<file path="src/rtl/trig_seq_pkg.sv">
package trig_seq_pkg;
  localparam int NUM_STATES  = 4;
  localparam int NUM_CLAUSES = 2;
  localparam int ST_W        = $clog2(NUM_STATES);
  localparam int CL_W        = $clog2(NUM_CLAUSES);
  localparam int FLD_W       = 2;
  localparam int CFG_AW      = 1 + ST_W + CL_W + FLD_W;

  typedef enum logic [1:0] {K_VALUE = 2'd0, K_RANGE = 2'd1, K_EXT = 2'd2, K_COUNT = 2'd3} cond_kind_e;
  typedef enum logic [1:0] {A_GOTO = 2'd0, A_TRIG = 2'd1, A_ARM = 2'd2, A_HOLD = 2'd3} act_e;

  typedef struct packed {
    logic            store;
    logic            en;
    logic            cnt_clr;
    logic            cnt_inc;
    logic [ST_W-1:0] tgt;
    act_e            act;
    cond_kind_e      kind;
  } clause_ctrl_t;

  localparam int CTRL_W = $bits(clause_ctrl_t);
endpackage

</file>
<file path="src/rtl/trig_seq_cfg.sv">
module trig_seq_cfg
  import trig_seq_pkg::*;
#(
  parameter int DW = 16,
  parameter int CW = 16,
  parameter int CFGW = 16
) (
  input  logic                          clk_i,
  input  logic                          rst_ni,
  input  logic                          we_i,
  input  logic [CFG_AW-1:0]             addr_i,
  input  logic [CFGW-1:0]               wdata_i,
  input  logic [ST_W-1:0]               sel_i,
  output clause_ctrl_t [NUM_CLAUSES-1:0] ctrl_o,
  output logic [NUM_CLAUSES-1:0][DW-1:0] a_o,
  output logic [NUM_CLAUSES-1:0][DW-1:0] b_o,
  output logic [CW-1:0]                 limit_o
);
  clause_ctrl_t      ctrl_q [NUM_STATES][NUM_CLAUSES];
  logic [DW-1:0]     a_q    [NUM_STATES][NUM_CLAUSES];
  logic [DW-1:0]     b_q    [NUM_STATES][NUM_CLAUSES];
  logic [CW-1:0]     lim_q;

  logic [ST_W-1:0]   w_st;
  logic [CL_W-1:0]   w_cl;
  logic [FLD_W-1:0]  w_fld;

  assign w_fld = addr_i[FLD_W-1:0];
  assign w_cl  = addr_i[FLD_W +: CL_W];
  assign w_st  = addr_i[FLD_W+CL_W +: ST_W];

  always_ff @(posedge clk_i or negedge rst_ni) begin
    if (!rst_ni) begin
      for (int s = 0; s < NUM_STATES; s++) begin
        for (int c = 0; c < NUM_CLAUSES; c++) begin
          ctrl_q[s][c] <= '0;
          a_q[s][c]    <= '0;
          b_q[s][c]    <= '0;
        end
      end
      lim_q <= '0;
    end else if (we_i) begin
      if (addr_i[CFG_AW-1]) begin
        lim_q <= wdata_i[CW-1:0];
      end else begin
        case (w_fld)
          2'd0:    ctrl_q[w_st][w_cl] <= clause_ctrl_t'(wdata_i[CTRL_W-1:0]);
          2'd1:    a_q[w_st][w_cl]    <= wdata_i[DW-1:0];
          2'd2:    b_q[w_st][w_cl]    <= wdata_i[DW-1:0];
          default: ;
        endcase
      end
    end
  end

  always_comb begin
    for (int c = 0; c < NUM_CLAUSES; c++) begin
      ctrl_o[c] = ctrl_q[sel_i][c];
      a_o[c]    = a_q[sel_i][c];
      b_o[c]    = b_q[sel_i][c];
    end
  end

  assign limit_o = lim_q;
endmodule

</file>
<file path="src/rtl/trig_clause_eval.sv">
module trig_clause_eval
  import trig_seq_pkg::*;
#(
  parameter int DW = 16,
  parameter int CW = 16
) (
  input  logic          en_i,
  input  cond_kind_e    kind_i,
  input  logic [DW-1:0] a_i,
  input  logic [DW-1:0] b_i,
  input  logic [DW-1:0] sample_i,
  input  logic          ext_arm_i,
  input  logic [CW-1:0] count_i,
  input  logic [CW-1:0] limit_i,
  output logic          hit_o
);
  logic m;
  always_comb begin
    unique case (kind_i)
      K_VALUE: m = ((sample_i ^ a_i) & b_i) == '0;
      K_RANGE: m = (sample_i >= a_i) && (sample_i <= b_i);
      K_EXT:   m = ext_arm_i;
      K_COUNT: m = count_i >= limit_i;
      default: m = 1'b0;
    endcase
  end
  assign hit_o = en_i & m;
endmodule

</file>
<file path="src/rtl/trig_seq_ctr.sv">
module trig_seq_ctr #(
  parameter int CW = 16
) (
  input  logic          clk_i,
  input  logic          rst_ni,
  input  logic          clr_i,
  input  logic          inc_i,
  output logic [CW-1:0] count_o
);
  logic [CW-1:0] cnt_q;
  always_ff @(posedge clk_i or negedge rst_ni) begin
    if (!rst_ni)                      cnt_q <= '0;
    else if (clr_i)                   cnt_q <= '0;
    else if (inc_i && (cnt_q != '1))  cnt_q <= cnt_q + 1'b1;
  end
  assign count_o = cnt_q;
endmodule

</file>
<file path="src/rtl/trig_seq.sv">
module trig_seq
  import trig_seq_pkg::*;
#(
  parameter int DW = 16,
  parameter int CW = 16,
  localparam int CFGW = (DW > CW) ? DW : CW
) (
  input  logic              clk_i,
  input  logic              rst_ni,
  input  logic              restart_i,
  input  logic [DW-1:0]     sample_i,
  input  logic              ext_arm_i,
  input  logic              cfg_we_i,
  input  logic [CFG_AW-1:0] cfg_addr_i,
  input  logic [CFGW-1:0]   cfg_wdata_i,
  output logic              trig_o,
  output logic              arm_o,
  output logic              store_o,
  output logic              halted_o,
  output logic [ST_W-1:0]   state_o,
  output logic [CW-1:0]     count_o
);
  clause_ctrl_t [NUM_CLAUSES-1:0]  cur_ctrl;
  logic [NUM_CLAUSES-1:0][DW-1:0]  cur_a, cur_b;
  logic [CW-1:0]                   limit;
  logic [NUM_CLAUSES-1:0]          hit, store_sel;
  logic [ST_W-1:0]                 state_q;
  logic                            halted_q, trig_q, arm_q, store_q;
  logic                            win_v;
  logic [CL_W-1:0]                 win_idx;
  clause_ctrl_t                    win_ctrl;
  logic                            act;

  trig_seq_cfg #(.DW(DW), .CW(CW), .CFGW(CFGW)) u_cfg (
    .clk_i   (clk_i),
    .rst_ni  (rst_ni),
    .we_i    (cfg_we_i),
    .addr_i  (cfg_addr_i),
    .wdata_i (cfg_wdata_i),
    .sel_i   (state_q),
    .ctrl_o  (cur_ctrl),
    .a_o     (cur_a),
    .b_o     (cur_b),
    .limit_o (limit)
  );

  for (genvar c = 0; c < NUM_CLAUSES; c++) begin : g_clause
    trig_clause_eval #(.DW(DW), .CW(CW)) u_eval (
      .en_i      (cur_ctrl[c].en),
      .kind_i    (cur_ctrl[c].kind),
      .a_i       (cur_a[c]),
      .b_i       (cur_b[c]),
      .sample_i  (sample_i),
      .ext_arm_i (ext_arm_i),
      .count_i   (count_o),
      .limit_i   (limit),
      .hit_o     (hit[c])
    );
    assign store_sel[c] = hit[c] & cur_ctrl[c].store;
  end

  // lowest index wins
  always_comb begin
    win_v   = 1'b0;
    win_idx = '0;
    for (int i = NUM_CLAUSES - 1; i >= 0; i--) begin
      if (hit[i]) begin
        win_v   = 1'b1;
        win_idx = CL_W'(i);
      end
    end
  end

  assign win_ctrl = cur_ctrl[win_idx];
  assign act      = win_v & ~halted_q & ~restart_i;

  trig_seq_ctr #(.CW(CW)) u_ctr (
    .clk_i   (clk_i),
    .rst_ni  (rst_ni),
    .clr_i   (restart_i | (act & win_ctrl.cnt_clr)),
    .inc_i   (act & win_ctrl.cnt_inc),
    .count_o (count_o)
  );

  always_ff @(posedge clk_i or negedge rst_ni) begin
    if (!rst_ni) begin
      state_q  <= '0;
      halted_q <= 1'b0;
      trig_q   <= 1'b0;
      arm_q    <= 1'b0;
      store_q  <= 1'b0;
    end else if (restart_i) begin
      state_q  <= '0;
      halted_q <= 1'b0;
      trig_q   <= 1'b0;
      arm_q    <= 1'b0;
      store_q  <= 1'b0;
    end else begin
      trig_q  <= 1'b0;
      arm_q   <= 1'b0;
      store_q <= ~halted_q & (|store_sel);
      if (act) begin
        unique case (win_ctrl.act)
          A_GOTO: state_q <= win_ctrl.tgt;
          A_TRIG: begin
            trig_q   <= 1'b1;
            halted_q <= 1'b1;
          end
          A_ARM: begin
            arm_q   <= 1'b1;
            state_q <= win_ctrl.tgt;
          end
          default: ;
        endcase
      end
    end
  end

  assign trig_o   = trig_q;
  assign arm_o    = arm_q;
  assign store_o  = store_q;
  assign halted_o = halted_q;
  assign state_o  = state_q;
endmodule

</file>
<file path="config.mk">
export PLATFORM = sky130hd
export DESIGN_NAME = trig_seq
export DESIGN_NICKNAME = d
export VERILOG_FILES = /design/src/rtl/trig_seq_pkg.sv /design/src/rtl/trig_seq_cfg.sv /design/src/rtl/trig_clause_eval.sv /design/src/rtl/trig_seq_ctr.sv /design/src/rtl/trig_seq.sv
export SDC_FILE = /design/constraint.sdc
export NUM_CORES = 1
export LEC_CHECK = 0
export BUFFER_PORTS_ARGS = -buffer_cell sky130_fd_sc_hd__buf_2
export CELL_PAD_IN_SITES_DETAIL_PLACEMENT = 0
export CELL_PAD_IN_SITES_GLOBAL_PLACEMENT = 2
export CORE_MARGIN = 2
export CORE_UTILIZATION = 40
export CTS_CLUSTER_SIZE = 20
export DETAILED_ROUTE_END_ITERATION = 16
export PLACE_DENSITY = 0.69
export REMOVE_ABC_BUFFERS = 1
export SYNTH_ARGS = -nofsm -noshare
export SYNTH_HDL_FRONTEND = slang
export SYNTH_SLANG_ARGS = --single-unit
</file>
<file path="constraint.sdc">
create_clock -name clk_i -period 7.6 [get_ports clk_i]
set_clock_uncertainty 0.05 [all_clocks]
set_input_delay 1.14 -clock clk_i [delete_from_list [all_inputs] [get_ports clk_i]]
set_output_delay 1.14 -clock clk_i [all_outputs]
set_load 0.02 [all_outputs]
</file>
# --- Word level (Yosys, flattened, before mapping) ---
# Cells that the tools add are included.
totals:
  register_bits: 374
  out_inout_bits: 22
  elab_cells: 187
  inputBits: 43
  rom_bits: 0
  ramBits: 0
  latchBits: 0
  memories: 0
op_classes:
  shift: 0
  n_mul: 0
  magnitude_cmp: 11
  mux: 42
  n_reduce_logical: 23
  n_addsub: 1
  n_eq_ne: 11
  bitwise_logic: 20
  div: 0
op_table:
  columns: ["op", "n"]
  rows:
  - ["$bwmux 128", 2]
  - ["$mux 32", 5]
  - ["$bmux 32 s2", 2]
  - ["$bwmux 80", 1]
  - ["$demux 32 s2", 1]
  - ["$mux 20", 3]
  - ["$ge 16x16->1", 3]
  - ["$mux 16", 3]
  - ["$bmux 20 s2", 1]
  - ["$demux 20 s2", 1]
  - ["$and 16x16->16", 2]
  - ["$le 16x16->1", 2]
  - ["$logic_not 16->1", 2]
  - ["$xor 16x16->16", 2]
  - ["$add 16x1->16 const B", 1]
  - ["$demux 16 s1", 1]
  - ["$mux 8", 2]
  - ["$ne 16x16->1 const B", 1]
  - ["$mux 1", 13]
  - ["$eq 2x2->1 const B", 6]
  - ["$demux 10 s1", 1]
  - ["$mux 10", 1]
  - ["$and 1x1->1", 9]
  - ["$reduce_and 3->1", 3]
  - ["17 further kinds", 40]

# --- Longest topological paths before layout ---
logic_depth:
  depth_word: 18
  ltp_mapped: 21
  ltp_nobuf: 13

# --- By module ---
# A second synthesis with hierarchy kept.
unflattened:
  cells_unflattened: 1396
  area_unflattened_um2: 19122.1
modules_own_cells:
  columns: ["module", "area_per_inst_um2", "seq_area_each_um2", "cells_each", "instances"]
  rows:
  - ["trig_seq_cfg", 15282.2, 8808.4, 893, 1]
  - ["trig_clause_eval (g_clause[0].u_eval)", 1313.8, 0.0, 189, 1]
  - ["trig_clause_eval (g_clause[1].u_eval)", 1285.0, 0.0, 181, 1]
  - ["trig_seq_ctr", 900.9, 400.4, 96, 1]
  - ["trig_seq", 340.3, 150.1, 37, 1]

# --- Worst setup path before layout ---
# OpenSTA, ideal clock, no wires.
synth_timing:
  kind: "reg2reg"
  startpoint: "reg state_q[0] (netlist: state_o[0])"
  endpoint: "reg u_ctr.cnt_q[11] (netlist: u_ctr.count_o[11])"
  path_stages_with_launch: 20
  setup_time_ns: 0.078
  synth_period_minus_slack_ns: 5.463
  t_arrival_ns: 5.335
  path_buffers: 7
  slack_ns: 2.137
  t_required_ns: 7.472
  path_cell_list: "dfrtp_1 -> buf_6 -> buf_4 -> buf_2 -> buf_2 -> buf_1 -> buf_2 -> mux4_2 -> inv_1 -> ha_1 -> and3_1 -> a221oi_1 -> o31ai_1 -> a211oi_1 -> nor4_1 -> o311a_1 -> mux2_4 -> buf_6 -> or4_1 -> a21oi_1"
synth_via:
  elab_chain_len: 16
  word_cells_on_any_way: 47
  classes_between: "order compare: 4; eq/ne: 6; mux: 17; bitwise: 12; reduce/logical: 8"
synth_rtl:
  columns: ["element", "line", "source"]
  rows:
  - ["start: declaration", "trig_seq.sv:27", "logic [ST_W-1:0] state_q;"]
  - ["start signal: assignment", "trig_seq.sv:104", "A_GOTO: state_q <= win_ctrl.tgt;"]
  - ["start signal: assignment", "trig_seq.sv:111", "state_q <= win_ctrl.tgt;"]
  - ["$not 2->3 (implied by the code) *", "trig_seq_cfg.sv:58, trig_seq_cfg.sv:59, trig_seq_cfg.sv:60", null]
  - ["branches (longest 15 deep; another with $ge 16x16->1)", null, null]
  - ["end signal: assignment", "trig_seq_ctr.sv:14", "else if (inc_i && (cnt_q != '1)) cnt_q <= cnt_q + 1'b1;"]
  - ["end: declaration", "trig_seq_ctr.sv:10", "logic [CW-1:0] cnt_q;"]
# Every way passes the cells marked *. The select of a mux whose other input is x is not followed.
# A chain may end at the register's enable or synchronous reset.

# --- Worst setup path after layout ---
layout_timing:
  startpoint: "reg state_q[0] (netlist: state_o[0])"
  endpoint: "reg u_ctr.cnt_q[4] (netlist: u_ctr.count_o[4])"
# Same word-level chain as after synthesis.

==> run summary <==
Post-DRT Antenna Nets = 0
Kind of critical path = flip-flop to flip-flop
Initial core utilization = 0.407
DR iter-0 viols = 590
Final setup fails = 0
Distinct cell type count after synthesis = 63
Startpoint types = flip-flop
RePlAce Congestion = 0.776
Initial antenna violation count = 2
Post-synth top area share = 0.491
Ratio of final minimum period to clock period = 0.706
Post-layout min period = 5.36 ns
EDFF count, synth = 0
Achievable Freq = 186 MHz
Largest net degree at the start of global routing = 173
Slew @ Worst Pin = 1.25 ns
Yosys warning count = 0
DRT Pass-1 Iters = 5
Final wirelength = 48900 µm
Max-slew violations = 0
Final #Nets = 1597
# diodes = 0
Die W = 222 µm
Cell count after synthesis = 1416
Wire per inst = 23.3 µm
# fillers = 4258
Status = complete, no violations
Most frequent cell after synthesis = dfrtp_1
CP required = 8.04 ns
Area Overhead vs Synth = 12.2%
Input/output buffers = 64
Final Hold Fails = 0
Share of layout cells above drive strength 1 = 0.395
Total gr overflow = 0
Worst Setup End Kind = flip-flop
DP Wirelength = 32600 µm
Crit path max fanout = 43
First-pass GRT wire length = 76700 µm
GRT Total Usage = 0.205
Hold WC Path Type = flip-flop to flip-flop
CTS tree = built
Cts hold-fix bufs = 0
CTS buffer count = 43
Async S/R FF share, synth = 1.00
Clock transition at the registers of the reported paths = 0.06 ns
Synth cell count leaders = 374 x dfrtp_1, 367 x mux2_2, 93 x ha_1, 85 x inv_1
Final Core Density = 0.457
Vias in the first global route = 12460
Top_reg_cell synth = dfrtp_1
Core area = 46800 µm²
Register area share after synthesis = 0.491
H-tree lvl count = 2
Leakage power = 9.83 nW
Avg Synthesized Cell Area = 13.4 µm²
Yosys reg bits = 374
Io pins = 65
Postcts setup bufs = 0
Sink Count = 374
CTS resizes = 0
VDD IR max = 0.183 mV
Clock Tree Buf Depth = 3
Later-pin clock latency in the skew report = 0.57 ns
RSZ-0062 raised after global routing = no
# DRC = 0
Max Cap Viol = 0
Root Buffer = clkbuf_16
Dominant cells by area after synthesis = dfrtp_1 49%, mux2_2 22%, mux4_2 6.9%
Vias per cell = 5.57
Die height = 222 µm
Die Area = 49400 µm²
Yosys top cell by area = dfrtp_1
Max_slew headroom = 0.168
TNS Setup = 0 ns
Row cnt = 79
Post-synthesis cell area = 19000 µm²
Vias = 11716
Pwr Density = 257 nW/µm²
CP arrival = 5.80 ns
Minimum hold slack = 0.443 ns
## final timing paths
check | depth (start not counted) | slack [ns] | start | to
max | 13 | 2.24 | state_o[0] | u_ctr.count_o[4]
min | 1 | 0.44 | u_cfg.b_q[84] | u_cfg.b_q[84]
max reg2reg | 13 | 2.24 | state_o[0] | u_ctr.count_o[4]
min reg2reg | 1 | 0.44 | u_cfg.b_q[84] | u_cfg.b_q[84]
max in group asynchronous | 2 | 5.51 | rst_ni | u_cfg.a_q[69]
min in group asynchronous | 1 | 0.53 | rst_ni | u_cfg.limit_o[8]
## worst max-delay path: stages, from the launching register on
cell and delay, ns:
dfrtp_4 0.92, buf_4 0.63, mux4_1 0.63, inv_1 0.09, ha_1 0.14, nand4_1 0.14
nor4_1 0.38, nor3_1 0.09, o31a_1 0.11, nor4_1 0.27, o311a_1 0.59, mux2_4 0.48
or4_1 0.54, a21oi_1 0.15
## metrics by stage
stage                     worst slack, ns  power [mW]  instance area, µm²  cells
after global routing                 1.78        5.79               21400   2102
final                                2.24        5.49               21400   2102
after floorplan                     0.455        3.10               18700   1336
after CTS                            2.17        5.58               21400   2102
after global placement               2.23        3.42               19900   2023
after detailed placement             2.18        3.44               19900   2023
## cell families after synthesis
logic type / share of synthesized area
buffers and inverters: 0.0361
flip-flops: 0.491
AO/OA/AOI/OAI: 0.0515
multiplexers: 0.312
adder cells (fa/ha/maj): 0.0611
AND/OR/NAND/NOR: 0.0484
## area by class of cell
cell class | instances | area, µm² | share of cell area
sequential | 374 | 9370 | 0.438
multi-input combinational | 877 | 9020 | 0.422
clock buffer | 62 | 1240 | 0.0580
tap | 607 | 759 | 0.0355
timing repair buffer | 80 | 463 | 0.0217
inverter | 85 | 319 | 0.0149
clock inverter | 17 | 200 | 0.00937
## placed cells by master (no fill, tap or decap), types with 16 or more instances in the layout
master     synthesis  routed
clkbuf_16          0      44
nand2_1           48      48
buf_2              8      63
dfrtp_1          374     372
mux2_2           367     367
o31ai_1           16      16
o21ai_0           28      28
nand3_1           22      22
a21oi_1           48      48
mux2i_1           19      19
nor2_1            30      22
ha_1              93      93
inv_1             85      85
mux4_2            58      58
## where the power goes
part / switching, mW / internal [mW] / total [mW]
sequential: 0.144 / 2.25 / 2.39
clock: 0.834 / 1.27 / 2.10
combinational: 0.498 / 0.502 / 1.00
total: 1.48 / 4.02 / 5.49
## flip-flops by register name, indices dropped and copies added, names as in the netlist, 2 cells and up
signal and flops:
state_o 2, u_cfg.limit_o 16, u_ctr.count_o 16, u_cfg.b_q 128, u_cfg.a_q 128, u_cfg.ctrl_q 80
## layer usage
| layer | GRT usage | up-vias | share of wire |
|---|---|---|---|
| met3 | 0.0294 | 62 | 0.030 |
| li1 | - | 5327 | - |
| met5 | 0 | - | 0 |
| met2 | 0.337 | 148 | 0.48 |
| met4 | 0.0567 | 0 | 0.021 |
| met1 | 0.284 | 6179 | 0.47 |
Power figures use the tool's default switching activity.
